File: src/rtl/fwft_pkg.sv
package fwft_pkg;

  // Clocks from a write edge until the word is counted as loadable on the read side.
  localparam int WR_VIS_DELAY = 2;
  // Clocks from a read edge until the freed slot is visible to the write side.
  localparam int FREE_DELAY   = 2;

  // Strobes from a stage controller to its datapath.
  typedef struct packed {
    logic memWrite;
    logic outLoad;
    logic outClear;
  } stageStrobes_t;

endpackage

File: src/rtl/fwft_stage_ctrl.sv
module fwft_stage_ctrl
  import fwft_pkg::*;
#(
  parameter int DEPTH = 8,
  localparam int AW = $clog2(DEPTH),
  localparam int CW = AW + 1
) (
  input  logic          clk,
  input  logic          mrst,
  input  logic          wrEnN,
  input  logic          rdEnN,
  output logic          inRdyN,
  output logic          outRdyN,
  output stageStrobes_t strobes,
  output logic [AW-1:0] wrAddr,
  output logic [AW-1:0] rdAddr
);

  logic [CW-1:0]           heldCount;
  logic [CW-1:0]           heldNext;
  logic [CW-1:0]           visCount;
  logic [WR_VIS_DELAY-1:0] wrPipe;
  logic [FREE_DELAY-1:0]   freePipe;
  logic                    doWrite;
  logic                    doRead;
  logic                    doLoad;

  always_comb begin
    doWrite  = !wrEnN && !inRdyN;
    doRead   = !rdEnN && !outRdyN;
    doLoad   = (outRdyN || doRead) && (visCount != '0);
    heldNext = heldCount + CW'(doWrite) - CW'(freePipe[FREE_DELAY-1]);
    strobes.memWrite = doWrite && !mrst;
    strobes.outLoad  = doLoad && !mrst;
    strobes.outClear = mrst;
  end

  always_ff @(posedge clk) begin
    if (mrst) begin
      wrPipe    <= '0;
      freePipe  <= '0;
      visCount  <= '0;
      heldCount <= '0;
      wrAddr    <= '0;
      rdAddr    <= '0;
      inRdyN    <= 1'b0;
      outRdyN   <= 1'b1;
    end else begin
      wrPipe    <= {wrPipe[WR_VIS_DELAY-2:0], doWrite};
      freePipe  <= {freePipe[FREE_DELAY-2:0], doRead};
      visCount  <= visCount + CW'(wrPipe[WR_VIS_DELAY-1]) - CW'(doLoad);
      heldCount <= heldNext;
      inRdyN    <= (heldNext == CW'(DEPTH));
      outRdyN   <= !(doLoad || (!outRdyN && !doRead));
      if (doWrite) wrAddr <= wrAddr + AW'(1);
      if (doLoad)  rdAddr <= rdAddr + AW'(1);
    end
  end

endmodule

File: src/rtl/fwft_stage_dp.sv
module fwft_stage_dp
  import fwft_pkg::*;
#(
  parameter int WIDTH = 9,
  parameter int DEPTH = 8,
  localparam int AW = $clog2(DEPTH)
) (
  input  logic             clk,
  input  stageStrobes_t    strobes,
  input  logic [AW-1:0]    wrAddr,
  input  logic [AW-1:0]    rdAddr,
  input  logic [WIDTH-1:0] dIn,
  output logic [WIDTH-1:0] dOut
);

  logic [WIDTH-1:0] mem [DEPTH];

  always_ff @(posedge clk) begin
    if (strobes.memWrite) mem[wrAddr] <= dIn;
  end

  always_ff @(posedge clk) begin
    if (strobes.outClear)     dOut <= '0;
    else if (strobes.outLoad) dOut <= mem[rdAddr];
  end

endmodule

File: src/rtl/fwft_stage.sv
module fwft_stage
  import fwft_pkg::*;
#(
  parameter int WIDTH = 9,
  parameter int DEPTH = 8
) (
  input  logic             clk,
  input  logic             mrst,
  input  logic [WIDTH-1:0] dIn,
  input  logic             wrEnN,
  output logic             inRdyN,
  output logic [WIDTH-1:0] dOut,
  input  logic             rdEnN,
  output logic             outRdyN
);

  localparam int AW = $clog2(DEPTH);

  stageStrobes_t strobes;
  logic [AW-1:0] wrAddr;
  logic [AW-1:0] rdAddr;

  fwft_stage_ctrl #(.DEPTH(DEPTH)) ctrl (
    .clk(clk), .mrst(mrst), .wrEnN(wrEnN), .rdEnN(rdEnN),
    .inRdyN(inRdyN), .outRdyN(outRdyN), .strobes(strobes),
    .wrAddr(wrAddr), .rdAddr(rdAddr)
  );

  fwft_stage_dp #(.WIDTH(WIDTH), .DEPTH(DEPTH)) dp (
    .clk(clk), .strobes(strobes), .wrAddr(wrAddr), .rdAddr(rdAddr),
    .dIn(dIn), .dOut(dOut)
  );

endmodule

File: src/rtl/fwft_chain.sv
module fwft_chain #(
  parameter int STAGES = 3,
  parameter int DEPTH  = 8,
  parameter int WIDTH  = 9
) (
  input  logic             clk,
  input  logic             mrst,
  input  logic [WIDTH-1:0] wrData,
  input  logic             wrEnN,
  output logic             inRdyN,
  output logic [WIDTH-1:0] rdData,
  input  logic             rdEnN,
  output logic             outRdyN
);

  logic [STAGES-1:0]            stOrN;
  logic [STAGES-1:0]            stIrN;
  logic [STAGES-1:0][WIDTH-1:0] stData;

  for (genvar k = 0; k < STAGES; k++) begin : g_stage
    logic [WIDTH-1:0] din;
    logic             wen;
    logic             ren;

    if (k == 0) begin : g_head
      assign din = wrData;
      assign wen = wrEnN;
    end else begin : g_link_in
      assign din = stData[k-1];
      assign wen = stOrN[k-1];
    end

    if (k == STAGES - 1) begin : g_tail
      assign ren = rdEnN;
    end else begin : g_link_out
      assign ren = stIrN[k+1];
    end

    fwft_stage #(.WIDTH(WIDTH), .DEPTH(DEPTH)) stage (
      .clk(clk), .mrst(mrst), .dIn(din), .wrEnN(wen), .inRdyN(stIrN[k]),
      .dOut(stData[k]), .rdEnN(ren), .outRdyN(stOrN[k])
    );
  end

  assign inRdyN  = stIrN[0];
  assign rdData  = stData[STAGES-1];
  assign outRdyN = stOrN[STAGES-1];

endmodule

File: config.mk
export PLATFORM = sky130hd
export DESIGN_NAME = fwft_chain
export DESIGN_NICKNAME = d
export VERILOG_FILES = /design/src/rtl/fwft_pkg.sv /design/src/rtl/fwft_stage_ctrl.sv /design/src/rtl/fwft_stage_dp.sv /design/src/rtl/fwft_stage.sv /design/src/rtl/fwft_chain.sv
export SDC_FILE = /design/constraint.sdc
export NUM_CORES = 1
export LEC_CHECK = 0
export BUFFER_PORTS_ARGS = -buffer_cell sky130_fd_sc_hd__buf_2
export CAP_MARGIN = 25
export CORE_UTILIZATION = 55
export CTS_CLUSTER_SIZE = 10
export DETAILED_ROUTE_END_ITERATION = 10
export HOLD_SLACK_MARGIN = 0.08
export PLACE_DENSITY = 0.8
export RECOVER_POWER = 50
export SYNTH_ARGS = -nofsm -noshare
export SYNTH_HDL_FRONTEND = slang
export SYNTH_SLANG_ARGS = --single-unit
File: constraint.sdc
create_clock -name clk -period 3.15 [get_ports clk]
set_input_delay 0.315 -clock clk [delete_from_list [all_inputs] [get_ports clk]]
set_output_delay 0.315 -clock clk [all_outputs]
set_load 0.005 [all_outputs]
==> results of run 1 <==
==> where the power goes <==
part	switching [mW]	leakage, nW	internal [mW]
sequential	0.613	2.66	5.01
clock	1.40	0.487	2.18
combinational	1.59	1.53	1.45
total	3.61	4.67	8.63
==> repair_timing <==
| item | in CTS | in global routing |
|---|---|---|
| endpoints found under the hold margin | 2 | 0 |
| buffers inserted | 0 | 0 |
| hold buffers | 2 | 0 |
==> metal layers <==
metal | routed length [um] | vias up | GRT usage [%]
li1 | - | 3024 | -
met1 | 7830 | 2985 | 21.1
met2 | 10200 | 108 | 33.7
met3 | 651 | 41 | 3.46
met4 | 477 | 0 | 7.35
met5 | 0 | - | 0
==> kinds of logic (layout without fill, tap and decap cells) <==
logic type / count (synthesis) / after routing / share of synthesized area (%)
multiplexers: 81 / 81 / 10.5
AND/OR/NAND/NOR: 196 / 196 / 7.57
buffers and inverters: 66 / 136 / 3.11
AO/OA/AOI/OAI: 77 / 77 / 4.31
flip-flops: 299 / 299 / 68.4
adder cells (fa/ha/maj): 36 / 36 / 4.16
XOR/XNOR: 27 / 27 / 1.98
==> final cells by class <==
| class | count | area (um^2) | area share (%) |
|---|---|---|---|
| inverters | 29 | 109 | 0.821 |
| flip-flops and latches | 299 | 8150 | 61.4 |
| well taps | 275 | 344 | 2.59 |
| repair buffers | 44 | 239 | 1.80 |
| multi-input cells | 417 | 3400 | 25.6 |
| clock buffers | 63 | 1020 | 7.72 |
==> synth_stat cells (all sizes together) <==
cell	count	area (um^2)
edfxtp	216	6490
dfxtp	83	1660
nor2	82	308
mux2i	54	541
nor3	38	190
nand2	31	116
ha	30	375
buf	29	231
inv	29	109
a211oi	27	203
mux4	27	709
o22ai	27	169
nand2b	15	93.8
xnor2	15	131
nor2b	13	81.3
a21oi	12	60.1
xor2	12	105
clkbuf	8	30.0
a21o	6	45.0
fa	6	120
a31o	3	26.3
and2	3	18.8
nand3	3	15.0
or2	3	18.8
or3b	3	26.3
nand3b	2	15.0
nor4	2	12.5
o21ai	2	10.0
or3	1	6.26
==> per-stage QoR <==
stage | instance area [um^2] | std cells | hold slack (ns) | total power, mW | setup WS, ns
2_1_floorplan | 11900 | 782 | 0.392 | 8.14 | 0.871
3_3_place_gp | 12300 | 1062 | 0.417 | 8.58 | 0.624
3_5_place_dp | 12300 | 1062 | 0.418 | 8.73 | 0.556
4_1_cts | 13300 | 1127 | 0.0832 | 12.4 | 0.476
5_1_grt | 13300 | 1127 | 0.196 | 13.0 | 0.314
6_report | 13300 | 1127 | 0.179 | 12.2 | 0.440
==> critical path: stages (launching register included) <==
cell	delay (ns)
dfxtp_1	0.30
inv_1	0.08
ha_1	0.18
or3b_2	0.47
and2_1	0.31
nand2b_1	0.21
nand2_1	0.08
ha_1	0.23
fa_1	0.41
xnor2_1	0.19
nor2_1	0.06
==> sequential cells by signal, indices dropped and copies added, names as in the netlist <==
register                      flops
g_stage.stage.dp.dOut            27
g_stage.stage.ctrl.heldCount     12
g_stage.stage.dp.mem            216
g_stage.stage.ctrl.wrAddr         9
g_stage.stage.ctrl.visCount      12
g_stage.stage.ctrl.wrPipe         2
g_stage.stage.ctrl.outRdyN        3
g_stage.stage.ctrl.rdAddr         9
g_stage.stage.ctrl.freePipe       6
g_stage.stage.ctrl.inRdyN         3
==> worst max path at each step <==
stage | start | to | slack, ns
global route | g_stage[2].stage.ctrl.visCount[2] | g_stage[2].stage.ctrl.visCount[2] | 0.31
floorplan | g_stage[2].stage.ctrl.visCount[2] | g_stage[2].stage.ctrl.visCount[2] | 0.87
CTS | g_stage[2].stage.ctrl.visCount[2] | g_stage[2].stage.ctrl.visCount[2] | 0.48
detailed placement | g_stage[2].stage.ctrl.visCount[2] | g_stage[2].stage.ctrl.visCount[2] | 0.56
global placement | g_stage[2].stage.ctrl.visCount[2] | g_stage[2].stage.ctrl.visCount[2] | 0.62
finish | g_stage[2].stage.ctrl.visCount[2] | g_stage[2].stage.ctrl.visCount[2] | 0.44
==> impl_metrics.ini, run 1 <==
[yosys]
synth_area_mm2 = 0.0119
synth_area_per_cell_um2 = 15.2
yosys.cell_types.count = 35
syn_inst = 782
syn-num-nets = 831
seq_area_frac_synth_pct = 68.4
ys_ff_latch = 299
yosysWarnings = 0

[clocking]
cts_tree = yes
post_cts_resized = 0
clk_path_buf_depth = 3
htree_num_levels = 2
clk_latency_ns = 0.50
cts.sinks = 299
cts-root-buf = clkbuf_16
cts_buffers = 35
path_clk_slew_ns = 0.05

[run]
drv_cap = 2

[detailed_routing]
drtAntennaViolNets = 0
drc = 0
route.vias.total = 6158
dr.pass1.iters = 4
via_per_inst = 5.46
routed_wirelength_um = 19200
wire_per_inst_um = 17.0
first_iter_violations = 270

[final_layout]
drive_gt1_share_pct = 7.51
area_delta_synth_final_pct = 11.3
mostFrequentLayoutCells = edfxtp_1 (216), dfxtp_1 (83), nor2_1 (82)
utilization_pct = 62.7
nNetsFinal = 875
nFillCells = 1489
num_antenna_cells = 0
final_common_cell = edfxtp_1

[sta]
setup_viol = 0
relSlewSlack_pct = -30.4
hold_violations = 0
fin_crit_ns = 2.71
post-route-period-util_pct = 86.0
drv_slew = 77
skew_ns = 0.0153
tightest_slew_ns = 1.96
fin_tns_setup_ns = 0
rsz0062_at_grt = false
fmax_mhz = 369

[setup_path]
timing.rr.end = g_stage[2].stage.ctrl.visCount[2]
r2r_start = g_stage[2].stage.ctrl.visCount[2]
cp-start-kind = flip-flop
worstPathRequired_ns = 3.45
crit_fanout = 12
crit_type = reg2reg
cp.arrival_ns = 3.01
r2r_cells = 10
ff2ff_setup_slack_ns = 0.44
worst_setup_path_end_kind = flip-flop

[hold_path]
hold_depth = 1
hp-class = in2reg
hold_end = g_stage[0].stage.dp.mem[0][3]
min_from = wrData[3]

[global_routing]
grt-ovfl-total = 0
grt_pass1_wl_um = 31800
grt_pass1_vias = 6265
antenna_found_initial = 0
grt_max_degree = 47
grt_util_all_layers_pct = 18.4

[run_status]
violations = max-capacitance violations, max-slew violations
status = complete, but fails checks

[place]
place.gp.congestion = 0.733
hpwlAfterDp_um = 12500
port_buffers = 23

[pwr]
ir_drop_mv = 0.787
p_leak_nw = 4.67
power_density_mw_per_mm2 = 923

[die]
initial_core_util_pct = 56.3
die_h_um = 149
die_area_mm2 = 0.0223
rows = 53
core_region_area_mm2 = 0.0212
ios = 24
die_w_um = 149
Note: power is estimated with default switching activity, not from simulation.
==> inputs of run 2 (changes only) <==
--- a/config.mk
+++ b/config.mk
@@ -11,6 +11,7 @@
 export CTS_CLUSTER_SIZE = 10
 export DETAILED_ROUTE_END_ITERATION = 10
 export HOLD_SLACK_MARGIN = 0.08
+export MAX_ROUTING_LAYER = met4
 export PLACE_DENSITY = 0.8
 export RECOVER_POWER = 50
 export SYNTH_ARGS = -nofsm -noshare
==> impl_metrics.ini, run 2 (synthesized netlist as in run 1, its figures left out) <==
[clocking]
clk_path_buf_depth = 3
htree_num_levels = 2
postCtsSetupBuffers = 0
clk_latency_ns = 0.50
path_clk_slew_ns = 0.06
cts.sinks = 299
cts_tree = yes
cts_buffers = 35
cts-root-buf = clkbuf_16

[sta]
fmax_mhz = 369
setup_viol = 0
layout_setup_ws_ns = 0.437
fin_crit_ns = 2.71
hold_violations = 0
rsz0062_at_grt = false
skew_ns = 0.0142
drv_slew = 77
tightest_slew_ns = 1.97
fin_tns_setup_ns = 0
post-route-period-util_pct = 86.1
relSlewSlack_pct = -31.6

[place]
place.gp.congestion = 0.742
hpwlAfterDp_um = 12500
port_buffers = 23
place_area_mm2 = 0.0123
pre_cts_ws_ns = 0.556

[final_layout]
area_delta_synth_final_pct = 11.3
mostFrequentLayoutCells = edfxtp_1 (216), dfxtp_1 (83), nor2_1 (82)
final_common_cell = edfxtp_1
utilization_pct = 62.7
nFillCells = 1489
largest_reg_flops = 216
largestRegisters = g_stage.stage.dp.mem x216, g_stage.stage.dp.dOut x27
nNetsFinal = 875
regMostFlops = g_stage.stage.dp.mem
num_antenna_cells = 0
drive_gt1_share_pct = 7.51
final_area_mm2 = 0.0133

[hold_path]
hp-class = in2reg
hold_depth = 1

[setup_path]
cp.arrival_ns = 3.01
worstPathRequired_ns = 3.45
critPathSlowestCell = or3b_2
timing.rr.end = g_stage[2].stage.ctrl.visCount[2]
cpMostUsedCell = ha_1
path_cells = inv_1, ha_1, or3b_2, and2_1, nand2b_1, nand2_1, ha_1, fa_1, xnor2_1, nor2_1
cp-start-kind = flip-flop
crit_path_start = g_stage[2].stage.ctrl.visCount[2]
r2r_cells = 10
worst_setup_path_end_kind = flip-flop
r2r_start = g_stage[2].stage.ctrl.visCount[2]
ff2ff_setup_slack_ns = 0.44
crit_type = reg2reg
crit_fanout = 12
slowest_delay_ns = 0.47
cp-endpoint = g_stage[2].stage.ctrl.visCount[2]

[run_status]
status = complete, but fails checks
violations = max-capacitance violations, max-slew violations

[detailed_routing]
first_iter_violations = 269
wire_per_inst_um = 17.1
via_per_inst = 5.45
dr.pass1.iters = 4
route.vias.total = 6145
drc = 0
drtAntennaViolNets = 0
routed_wirelength_um = 19200

[die]
die_w_um = 149
rows = 53
ios = 24
die_h_um = 149
core_region_area_mm2 = 0.0212
initial_core_util_pct = 56.3
die_area_mm2 = 0.0223

[global_routing]
grt_max_degree = 47
grt_util_all_layers_pct = 19.0
antenna_found_initial = 0
grt-ovfl-total = 0
grt_pass1_wl_um = 31800
grt_pass1_vias = 6267

[run]
drv_cap = 2

[pwr]
power_density_mw_per_mm2 = 924
ir_drop_mv = 0.787
p_leak_nw = 4.67
finalPower_mw = 12.2
[run 2: cell counts in the layout (fill, tap and decap cells not counted)]
Identical to the previous run, type by type.
[run 2: critical path: cells and delay by family, from the launching register on]
family | cells | cell delay (ns)
XOR/XNOR | 1 | 0.19
adder cells (fa/ha/maj) | 3 | 0.82
buffers and inverters | 1 | 0.08
flip-flops | 1 | 0.30
AND/OR/NAND/NOR | 5 | 1.14
[run 2: power breakdown]
part	total [mW]	internal [mW]	switching, mW
registers	5.62	5.01	0.616
clock network	3.58	2.18	1.40
logic	3.04	1.45	1.60
[run 2: per-layer routing]
layer | vias up | part of all wire (%) | track usage [%] | routed length, um
met5 | - | 0 | - | 0
met4 | 0 | 2.1 | 7.35 | 408
met3 | 33 | 2.9 | 3.46 | 561
met2 | 100 | 54 | 33.7 | 10300
met1 | 2989 | 41 | 21.1 | 7970
li1 | 3023 | - | - | -
[run 2: per-stage QoR]
step                      hold slack [ns]  instances
final                               0.179       1127
after global routing                0.196       1127
after CTS                          0.0832       1127
after detailed placement            0.418       1062
after global placement              0.417       1062
after floorplan                     0.392        782
[run 2: cell type report]
cell class / instances / area, um^2 / share of cell area (%)
clock buffers: 63 / 1020 / 7.72
well taps: 275 / 344 / 2.59
multi-input cells: 417 / 3400 / 25.6
repair buffers: 44 / 239 / 1.80
flip-flops and latches: 299 / 8150 / 61.4
inverters: 29 / 109 / 0.821
[run 2: timing repair]
action,CTS,global route
resized for setup,0,0
setup endpoints to repair,0,0
hold buffers,2,0
hold endpoints to repair,2,0
[run 2: worst min path at each step]
stage	start	end	slack (ns)
floorplan	rdEnN	g_stage[2].stage.ctrl.freePipe[0]	0.39
global placement	g_stage[0].stage.ctrl.freePipe[0]	g_stage[0].stage.ctrl.freePipe[1]	0.42
detailed placement	g_stage[2].stage.ctrl.outRdyN	g_stage[2].stage.ctrl.freePipe[0]	0.42
CTS	wrData[3]	g_stage[0].stage.dp.mem[0][3]	0.08
global route	wrData[0]	g_stage[0].stage.dp.mem[4][0]	0.20
finish	wrData[3]	g_stage[0].stage.dp.mem[0][3]	0.18
